$ cat src/rtl/cs_lock_pkg.sv
package cs_lock_pkg;
  localparam int SRC_DATA = 0;
  localparam int SRC_INST = 1;

  typedef struct packed {
    logic retry;
    logic accept;
    logic take;
    logic rel_rd;
    logic abort;
  } lock_dec_t;
endpackage

$ cat src/rtl/cs_lock_prescaler.sv
module cs_lock_prescaler #(
  parameter int PRESC = 16
) (
  input  logic clk,
  input  logic rst_n,
  output logic tick
);
  localparam int PW = $clog2(PRESC);

  logic [PW-1:0] cnt_q, cnt_d;

  assign tick = (cnt_q == PW'(PRESC - 1));

  always_comb begin
    cnt_d = tick ? '0 : cnt_q + 1'b1;
  end

  always_ff @(posedge clk or negedge rst_n) begin
    if (!rst_n) cnt_q <= '0;
    else        cnt_q <= cnt_d;
  end
endmodule

$ cat src/rtl/cs_lock_timer.sv
module cs_lock_timer #(
  parameter int TMO_W = 8
) (
  input  logic             clk,
  input  logic             rst_n,
  input  logic             load,
  input  logic [TMO_W-1:0] preload,
  input  logic             tick,
  input  logic             run,
  output logic             expire
);
  logic [TMO_W-1:0] cnt_q, cnt_d;
  logic             cnt_en;

  assign expire = run && tick && (cnt_q == '0) && !load;
  assign cnt_en = load || (tick && (cnt_q != '0));

  always_comb begin
    if (load) cnt_d = preload;
    else      cnt_d = cnt_q - 1'b1;
  end

  always_ff @(posedge clk or negedge rst_n) begin
    if (!rst_n)      cnt_q <= '0;
    else if (cnt_en) cnt_q <= cnt_d;
  end
endmodule

$ cat src/rtl/cs_lock_decide.sv
module cs_lock_decide
  import cs_lock_pkg::*;
#(
  parameter int NUM_CS = 4,
  parameter int SRC_W  = 2,
  localparam int CS_W  = $clog2(NUM_CS)
) (
  input  logic              req_valid,
  input  logic [SRC_W-1:0]  req_src,
  input  logic [CS_W-1:0]   req_cs,
  input  logic              req_wr,
  input  logic              lock_valid,
  input  logic [CS_W-1:0]   lock_cs,
  input  logic [NUM_CS-1:0] cfg_lock_en,
  output lock_dec_t         dec
);
  logic hit, from_data, from_inst;

  assign hit       = lock_valid && (req_cs == lock_cs);
  assign from_data = (req_src == SRC_W'(SRC_DATA));
  assign from_inst = (req_src == SRC_W'(SRC_INST));

  always_comb begin
    dec        = '0;
    dec.retry  = req_valid && hit && !from_data && !from_inst;
    dec.accept = req_valid && !dec.retry;
    if (req_valid && from_data) begin
      dec.take   = req_wr && cfg_lock_en[req_cs];
      dec.rel_rd = !req_wr && hit;
    end
    dec.abort = req_valid && from_inst && hit;
  end
endmodule

$ cat src/rtl/cs_seq_lock.sv
module cs_seq_lock
  import cs_lock_pkg::*;
#(
  parameter int NUM_CS = 4,
  parameter int SRC_W  = 2,
  parameter int TMO_W  = 8,
  parameter int PRESC  = 16,
  localparam int CS_W  = $clog2(NUM_CS)
) (
  input  logic              clk,
  input  logic              rst_n,
  input  logic              req_valid,
  input  logic [SRC_W-1:0]  req_src,
  input  logic [CS_W-1:0]   req_cs,
  input  logic              req_wr,
  input  logic              wr_done,
  input  logic [NUM_CS-1:0] cfg_lock_en,
  input  logic [TMO_W-1:0]  cfg_tmo_preload,
  input  logic              abort_clr,
  output logic              req_retry,
  output logic              req_accept,
  output logic              lock_valid,
  output logic [CS_W-1:0]   lock_cs,
  output logic              abort_flag
);
  lock_dec_t       dec;
  logic            pre_tick, tmo_expire;
  logic            lv_q, lv_d, ab_q, ab_d, lock_en;
  logic [CS_W-1:0] lcs_q, lcs_d;

  cs_lock_prescaler #(.PRESC(PRESC)) u_presc (
    .clk  (clk),
    .rst_n(rst_n),
    .tick (pre_tick)
  );

  cs_lock_decide #(.NUM_CS(NUM_CS), .SRC_W(SRC_W)) u_dec (
    .req_valid  (req_valid),
    .req_src    (req_src),
    .req_cs     (req_cs),
    .req_wr     (req_wr),
    .lock_valid (lv_q),
    .lock_cs    (lcs_q),
    .cfg_lock_en(cfg_lock_en),
    .dec        (dec)
  );

  cs_lock_timer #(.TMO_W(TMO_W)) u_tmr (
    .clk    (clk),
    .rst_n  (rst_n),
    .load   (dec.take || wr_done),
    .preload(cfg_tmo_preload),
    .tick   (pre_tick),
    .run    (lv_q),
    .expire (tmo_expire)
  );

  always_comb begin
    lv_d  = lv_q;
    lcs_d = lcs_q;
    if (dec.take) begin
      lv_d  = 1'b1;
      lcs_d = req_cs;
    end else if (dec.rel_rd || dec.abort || tmo_expire) begin
      lv_d = 1'b0;
    end
    ab_d = dec.abort ? 1'b1 : (abort_clr ? 1'b0 : ab_q);
  end

  assign lock_en = dec.take || dec.rel_rd || dec.abort || tmo_expire;

  always_ff @(posedge clk or negedge rst_n) begin
    if (!rst_n) begin
      lv_q  <= 1'b0;
      lcs_q <= '0;
      ab_q  <= 1'b0;
    end else begin
      if (lock_en) begin
        lv_q  <= lv_d;
        lcs_q <= lcs_d;
      end
      ab_q <= ab_d;
    end
  end

  assign req_retry  = dec.retry;
  assign req_accept = dec.accept;
  assign lock_valid = lv_q;
  assign lock_cs    = lcs_q;
  assign abort_flag = ab_q;
endmodule

$ cat config.mk
export PLATFORM = sky130hd
export DESIGN_NAME = cs_seq_lock
export DESIGN_NICKNAME = d
export VERILOG_FILES = /design/src/rtl/cs_lock_pkg.sv /design/src/rtl/cs_lock_prescaler.sv /design/src/rtl/cs_lock_timer.sv /design/src/rtl/cs_lock_decide.sv /design/src/rtl/cs_seq_lock.sv
export SDC_FILE = /design/constraint.sdc
export NUM_CORES = 1
export LEC_CHECK = 0
export ABC_AREA = 1
export BUFFER_PORTS_ARGS = -buffer_cell sky130_fd_sc_hd__buf_4
export CAP_MARGIN = 15
export CORE_UTILIZATION = 55
export CTS_CLUSTER_DIAMETER = 80
export DETAILED_ROUTE_END_ITERATION = 10
export PLACE_DENSITY = 0.83
export SYNTH_ARGS = -nofsm -noshare
export SYNTH_HDL_FRONTEND = slang
export SYNTH_SLANG_ARGS = --single-unit
$ cat constraint.sdc
create_clock -name clk -period 3.4 [get_ports clk]
set_input_delay 0.68 -clock clk [delete_from_list [all_inputs] [get_ports clk]]
set_output_delay 0.68 -clock clk [all_outputs]
set_load 0.05 [all_outputs]
==> metrics <==
status=completed; Compound-Gate Fraction of Synth Area=5.47%; die height=45.2 um; CTS tree=done; flops & latches, synth=16; count leader, synth=nand2_1; PD cells=419 mW/mm2; proportion of synthesized area in mux cells=0%; XOR/XNOR Fraction of Synth Area=4.26%; final setup fails=0; CTS resizes=0; via count=1013; remaining antenna violation count after routing=0; post-DP HPWL=1660 um; Num Clock Sinks=16; EDFF count, synth=0; die area=0.00205 mm2; Routed WL=2220 um; ys async rst share=100%; worst slack, placed=1.17 ns; Final Skew=0.0100 ns; site row count=15; Fmax achieved=0.447 GHz; clk slew on worst S/H paths=0.10 ns; area leader, netlist=dfrtp_1; Required @ worst endpoint=2.72 ns; CP max-delay cell=buf_4; Gate Count Post-Synth=139; total congestion overflow=0; routed vias/inst=5.30; period utilization=65.7%; Seq/Total Area, Yosys=38.9%; initial DRC count=34; Area Growth Syn to Fin=22.6%; Starting Density=58.9%; Synth Cell Area=0.00103 mm2; critical path capture point type=primary output; Peak supply drop=219 uV; Primary FF master, synth=dfrtp_1; port bufs=27; leakage power=0.662 nW; Post-CTS Hold Buffers=0; Pwr Total=0.529 mW; CP cell instances=buf_4, inv_1, o21ai_0, nor2_1, nand2_1, nor2_1, buf_4; adder-cell share of the synthesized area=3.65%; Pins Over Slew Limit=0; GRT Overall Usage=25.5%; global-route wire length before repair=3770 um; Inserted Clock Buffers=3; CORE AREA=0.00175 mm2; count of cell types in the netlist=22; CP Data Arrival Time=1.55 ns; area share of the largest cell type after synthesis=38.9%; worst relative slew slack=65.1%; delay-heaviest family, CP=buffers and inverters; largest net degree at the start of global routing=19; postcts setup bufs=0; setup ws final=1.17 ns; CP Launch Type=primary input; Root Driver=clkbuf_4; simple-gate share of the synthesized area=39.2%; Mapped Nets=164; Post-Route Utilization=72.3%; proportion of layout cells with a drive suffix above 1=22.9%; IO Pins=28; Synth area leaders=dfrtp_1, nand2_1, nand4_1; YS warnings=0; total of max-cap violations=0; main combinational cell family by area after synthesis=simple AND/OR/NAND/NOR gates; # fillers=143; hold crit path type=in2async; worst-skew pair later-pin latency=0.28 ns; vias in the first global route=863; worst-margin pin slew=0.524 ns; Final Wtd Congestion=0.804; CP Max Fanout=4; Crit Path Class=in2out; setup_tns=0 ns; Clock Tree Buf Depth=2; unrepaired setup endpoints after global routing=false; Hold Vio Cnt, Final=0; top cells by count, synth=nand2_1, dfrtp_1; DRC violations left=0; post-synthesis average cell area=7.40 um2; Buf/Inv on CP=3; post-route minimum period=2.23 ns; routed len/inst=11.6 um; initial antenna violation count=0; H-Tree Depth=1; First-pass DRT Iterations=4; nets=193; antenna cells=0; CP peak stage delay=0.20 ns; Die X=45.2 um; Hold WS=0.234 ns
[cells in the final DEF (no fill, tap or decap)]
| cell type | count |
|---|---|
| nand2_1 | 36 |
| buf_4 | 27 |
| dfrtp_1 | 16 |
| inv_1 | 15 |
| nand3_1 | 15 |
| nor2_1 | 15 |
| nand4_1 | 15 |
| xor2_1 | 5 |
| o21ai_0 | 3 |
| ha_1 | 3 |
| clkbuf_4 | 3 |
| inv_2 | 2 |
| nor2_2 | 2 |
| o21ai_1 | 2 |
| or2_2 | 1 |
| nand3_4 | 1 |
| o21ai_2 | 1 |
| nand2_2 | 1 |
| o21bai_1 | 1 |
| o2111ai_1 | 1 |
| a31oi_1 | 1 |
[routing by layer]
layer | GRT usage [%] | part of all wire [%] | wire length [um]
met1 | 32.9 | 44 | 976
met2 | 43.8 | 49 | 1080
met3 | 4.00 | 6.3 | 140
met4 | 7.27 | 1.0 | 23
met5 | 0 | 0 | 0
[worst paths after layout]
kind                                            start                    endpoint  slack (ns)  cells past startpoint
setup / recovery                            req_cs[1]                   req_retry        1.17                      7
setup reg to reg           u_tmr.cnt_q[0]$_DFFE_PN0P_  u_tmr.cnt_q[3]$_DFFE_PN0P_        1.72                      7
max in group asynchronous                       rst_n      lock_cs[1]$_DFFE_PN0P_        2.98                      1
hold / removal                                  rst_n  u_presc.cnt_q[2]$_DFF_PN0_        0.23                      1
min in group clk           u_presc.cnt_q[2]$_DFF_PN0_  u_presc.cnt_q[2]$_DFF_PN0_        0.50                      1
hold reg to reg            u_presc.cnt_q[2]$_DFF_PN0_  u_presc.cnt_q[2]$_DFF_PN0_        0.50                      1
[registers in the layout, summed over array words and instances (netlist names)]
register	count
u_tmr.cnt_q	8
u_presc.cnt_q	4
lock_cs	2
abort_flag	1
lock_valid	1
[stage by stage]
step | cell area, um2 | cells
2_1_floorplan | 1030 | 139
3_3_place_gp | 1240 | 188
3_5_place_dp | 1240 | 188
4_1_cts | 1260 | 191
5_1_grt | 1260 | 191
6_report | 1260 | 191
[cells by family after synthesis]
group,after synthesis
AOI/OAI and AO/OA,9
xor gates and xnor gates,5
DFF,16
adders and majority gates,3
and+or+nand+nor,86
buffers and inverters,20
[worst register-to-register path, cell delays in order, from the launching register on]
cell     delay, ns
dfrtp_1       0.40
inv_1         0.14
ha_1          0.17
nand3_1       0.13
o21ai_2       0.47
nor2_1        0.11
nand2_1       0.08
nand3_1       0.08
[report_power, final]
group          total (mW)  leakage [nW]  internal (mW)  switching (mW)
logic               0.193         0.449         0.0695           0.123
registers           0.237         0.199          0.213          0.0241
clock network      0.0987        0.0138         0.0411          0.0576
total               0.529         0.662          0.324           0.205
[final cells by class]
class | count | area, um2 | share of cell area [%]
Timing Repair Buffer | 27 | 203 | 16.1
Multi-Input combinational cell | 103 | 541 | 42.9
Inverter | 17 | 63.8 | 5.06
Clock buffer | 3 | 22.5 | 1.79
Tap cell | 25 | 31.3 | 2.48
Sequential cell | 16 | 400 | 31.7
No activity file was read; power rests on OpenSTA's default activity.
